==> src/rtl/nand_access_seq.sv <==
module nand_access_seq (
  input  logic        clk,
  input  logic        rst_n,
  input  logic        cfg_load,
  input  logic [31:0] cfg_word,
  input  logic        start,
  input  logic        wr,
  output logic        we_n,
  output logic        oe_n,
  output logic        data_oe,
  output logic        busy,
  output logic        done,
  output logic        cfg_err
);
  localparam logic [31:0] WORD_RST = 32'hFCFC_FCFC;
  localparam int EW = 10;

  typedef enum logic [2:0] {S_IDLE, S_SETUP, S_STROBE, S_HOLD, S_FIN, S_FAULT} state_t;

  state_t        state;
  logic [31:0]   tword, snap;
  logic          snap_wr;
  logic [7:0]    cnt;
  logic [EW-1:0] elapsed;

  wire [7:0] new_hold = tword[23:16];
  wire [7:0] new_hiz  = tword[31:24];
  wire reserved = (new_hold == 8'h00) || (new_hold == 8'hFF) || (wr && new_hiz == 8'hFF);

  wire [7:0] c_setup = snap[7:0];
  wire [7:0] c_wait  = snap[15:8];
  wire [7:0] c_hold  = snap[23:16];
  wire [7:0] c_hiz   = snap[31:24];

  always_ff @(posedge clk or negedge rst_n)
    if (!rst_n) tword <= WORD_RST;
    else if (cfg_load) tword <= cfg_word;

  always_ff @(posedge clk or negedge rst_n) begin
    if (!rst_n) begin
      state   <= S_IDLE;
      snap    <= '0;
      snap_wr <= 1'b0;
      cnt     <= '0;
      elapsed <= '0;
    end else begin
      case (state)
        S_IDLE:
          if (start) begin
            if (reserved) state <= S_FAULT;
            else begin
              state   <= S_SETUP;
              snap    <= tword;
              snap_wr <= wr;
              cnt     <= '0;
              elapsed <= '0;
            end
          end
        S_SETUP: begin
          elapsed <= elapsed + 1'b1;
          if (cnt == c_setup) begin
            state <= S_STROBE;
            cnt   <= '0;
          end else cnt <= cnt + 1'b1;
        end
        S_STROBE: begin
          elapsed <= elapsed + 1'b1;
          if (cnt == c_wait) begin
            state <= S_HOLD;
            cnt   <= '0;
          end else cnt <= cnt + 1'b1;
        end
        S_HOLD: begin
          elapsed <= elapsed + 1'b1;
          if (cnt == c_hold - 8'd1) state <= S_FIN;
          else cnt <= cnt + 1'b1;
        end
        S_FIN:   state <= S_IDLE;
        S_FAULT: state <= S_IDLE;
        default: state <= S_IDLE;
      endcase
    end
  end

  assign busy    = (state == S_SETUP) || (state == S_STROBE) || (state == S_HOLD);
  assign we_n    = !((state == S_STROBE) && snap_wr);
  assign oe_n    = !((state == S_STROBE) && !snap_wr);
  assign data_oe = busy && snap_wr && (elapsed > {2'b00, c_hiz});
  assign done    = (state == S_FIN) || (state == S_FAULT);
  assign cfg_err = (state == S_FAULT);
endmodule


==> config.mk <==
export PLATFORM = sky130hd
export DESIGN_NAME = nand_access_seq
export DESIGN_NICKNAME = d
export VERILOG_FILES = /design/src/rtl/nand_access_seq.sv
export SDC_FILE = /design/constraint.sdc
export NUM_CORES = 1
export LEC_CHECK = 0
export BUFFER_PORTS_ARGS = -buffer_cell sky130_fd_sc_hd__buf_2
export CAP_MARGIN = 20
export CORE_MARGIN = 2
export CORE_UTILIZATION = 53
export DETAILED_ROUTE_END_ITERATION = 6
export PLACE_DENSITY = 0.75
export SLEW_MARGIN = 20
export SYNTH_ARGS = -nofsm -noshare
export SYNTH_HDL_FRONTEND = slang
export SYNTH_SLANG_ARGS = --single-unit
==> constraint.sdc <==
create_clock -name clk -period 2.5 [get_ports clk]
set_input_delay 0.25 -clock clk [delete_from_list [all_inputs] [get_ports clk]]
set_output_delay 0.25 -clock clk [all_outputs]
set_load 0.02 [all_outputs]
==> run metrics <==
Clk Tree Root Cell clkbuf_8; setup repair after global routing missed its margin yes; run status complete, no violations; clock slew at the register clock pins of the worst setup and hold paths 0.09 ns; critical path startpoint category flop; area of the core 7810 um^2; final hold viol count 0; mapped cell area approximately 4300 um^2; Crit path required time 2.25 ns; clock latency at the later pin of the worst-skew pair 0.36 ns; most frequently used cell type in the post-synthesis netlist dfrtp_1; number of antenna diodes 0; vias in the first global route 3109; FMAX roughly 400 MHz; count of pins over their slew limit 0; number of enable flip-flop cells after synthesis 0; Hold WC Path Type in2reg; deepest clock path buffer count 2; cell type with the largest total area after synthesis dfrtp_1; sequential element share of the synthesized area 0.507; DR WL/cell 16.0 um; minimum period implied by the final worst setup slack 2.45 ns; arrival time of data at the critical path endpoint 2.20 ns; Iteration-0 DRC Markers 156; initial standard-cell utilization of the core 0.551; worst slew margin relative to its limit 0.530; HPWL reported at the end of detailed placement 5.77 mm; Worst Tran Pin Value 0.705 ns; overall overflow remaining after global route 0; length in cells of the worst reg-to-reg path 9; level count of the clock H-tree 3; endpoints failing setup 0; switching fraction of total power 0.369; Post-Place Worst Slack 0.0893 ns; number of buffer cells added on primary ports 42; Via-to-Cell Ratio 5.66; Nets 461; initial antenna violation count 0; router iterations before antenna repair 4; share of Yosys cell area claimed by the top area cell type 0.360; number of warnings printed during yosys synthesis 0; routability-driven placement congestion ratio slightly below 0.9; Pwr Total 5.48 mW; Die Width 94.1 um; number of clock sinks 86; largest net degree at the start of global routing 48; CP Max Fanout 2; Post-Synthesis Net Count 421; die outline height 94.1 um; Setup crit end kind output port; count of different cell masters after synthesis 48; design internal power 3.46 mW; DRC violation count after routing 0; fraction of layout instances using a drive strength above 1 0.385; Layout Cell Area excl Fill 4860 um^2; via count roughly 2900; Avg Inst Size Synth 11.5 um^2; global-route wire length before repair 14.0 mm; proportion of power drawn by flip-flops and latches 0.418; fraction of power consumed by combinational cells 0.390; period utilisation layout 0.980; top_reg_cell synth dfrtp_1; number of primary I/O pins 43; area added between synthesis and finish 12.9%; proportion of synthesized flip-flops having asynchronous set or reset 1.00; Final ANT Viol Nets 0; CTS tree done; top cell types by occurrence after synthesis 62 x dfrtp_1, 57 x mux2_2, 30 x xor2_1; number of cells produced by synthesis 373; Hold Path Depth 2; Setup TNS Final 0 ns; TritonCTS buffer count 9; Max Clock Skew around 0.012 ns; Post-Place Cells ~500; cells taking the most area after synthesis dfrtp_1 36%, mux2_2 15%, dfstp_2 15%; overall track demand over capacity in global routing 0.204; synthesized flop and latch total 86; startpoint-to-endpoint class of the critical path reg2out; sum of routed wire length over all layers a little over 8 mm; cell row count 32; clock power share 0.192; area of the die 8860 um^2; leakage power figure approximately 2.2 nW; number of maximum-capacitance constraint violations 0; area after detailed placement 4600 um^2; Switching Power 2.02 mW; power density over the cells 1130 nW/um^2; final cell count without fillers 520; Worst Slack Setup Final between 0.05 and 0.06 ns; maximum vdd ir drop 0.520 mV
[cells by family after synthesis]
family / share of synthesized area
simple gates: 0.115
flops: 0.507
compound gates: 0.0785
fa+ha+maj: 0.0320
buf+inv: 0.0433
xor+xnor: 0.0712
mux: 0.153
[metal layers]
| layer | track usage | share of wire | vias up |
|---|---|---|---|
| met1 | 0.243 | 0.42 | 1468 |
| li1 | - | - | 1388 |
| met2 | 0.351 | 0.52 | 70 |
| met3 | 0.0377 | 0.045 | 16 |
| met5 | 0 | 0 | - |
| met4 | 0.109 | 0.017 | 0 |
[registers in the layout (all words and copies together) (netlist names)]
| signal | cells |
|---|---|
| tword | 32 |
| snap | 32 |
| state | 3 |
| cnt | 8 |
| elapsed | 10 |
| snap_wr | 1 |
[metrics by stage]
stage          hold WS [ns]  utilization
6_report              0.113        0.622
3_3_place_gp          0.256        0.589
4_1_cts               0.102        0.620
5_1_grt              0.0990        0.622
2_1_floorplan       -0.0456            -
3_5_place_dp          0.255        0.589
[timing repair]
action                                  4_1_cts  5_1_grt
hold buffers                                  1        0
endpoints found under the setup margin        1        6
hold endpoints to repair                     25        0
gates resized for setup                       3        4
buffers inserted                              1        0
[critical path: stages, from the launching register on]
cell	delay (ns)
dfrtp_1	0.38
inv_2	0.08
ha_4	0.20
nor2b_1	0.12
o21a_1	0.17
o21a_1	0.17
o21a_1	0.16
o21a_1	0.17
o21ai_1	0.13
a21oi_1	0.08
buf_2	0.17
[cell usage in the layout, fill, tap and decap left out, types with 7 or more instances in the layout]
| master | Yosys | layout |
|---|---|---|
| and3_1 | 7 | 7 |
| clkbuf_8 | 0 | 9 |
| nor2_1 | 17 | 17 |
| inv_1 | 15 | 14 |
| buf_4 | 0 | 9 |
| nand4_1 | 9 | 9 |
| nor3_1 | 8 | 8 |
| o21ai_0 | 18 | 15 |
| a21oi_1 | 7 | 7 |
| mux2_2 | 57 | 57 |
| xor2_1 | 30 | 30 |
| buf_2 | 7 | 41 |
| nand3_1 | 7 | 7 |
| dfstp_2 | 24 | 24 |
| nand2_1 | 22 | 22 |
| dfrtp_1 | 62 | 62 |
| ha_1 | 11 | 10 |
[final timing paths]
path,slack [ns],start,end
setup reg to reg,0.14,snap[16],state[0]
setup / recovery,0.05,snap[25],data_oe
hold / removal,0.11,cfg_word[29],tword[29]
hold reg to reg,0.51,tword[1],tword[1]
min in group asynchronous,0.40,rst_n,tword[16]
max in group asynchronous,1.43,rst_n,tword[5]
[power by group through the flow]
stage	registers [mW]	logic, mW	clock network (mW)
4_1_cts	2.29	2.09	1.08
3_3_place_gp	2.29	1.94	0
5_1_grt	2.36	2.37	1.15
6_report	2.29	2.14	1.05
3_5_place_dp	2.31	2.04	0
2_1_floorplan	2.09	1.78	0
[final cells by class]
cell class | instances | area (um^2)
repair buffers | 52 | 303
flip-flops and latches | 86 | 2180
clock buffers | 10 | 128
inverters | 16 | 60.1
well taps | 102 | 128
multi-input cells | 248 | 1970
fillers | 645 | 2950
clock inverters | 6 | 86.3
No activity file was read; power rests on OpenSTA's default activity.
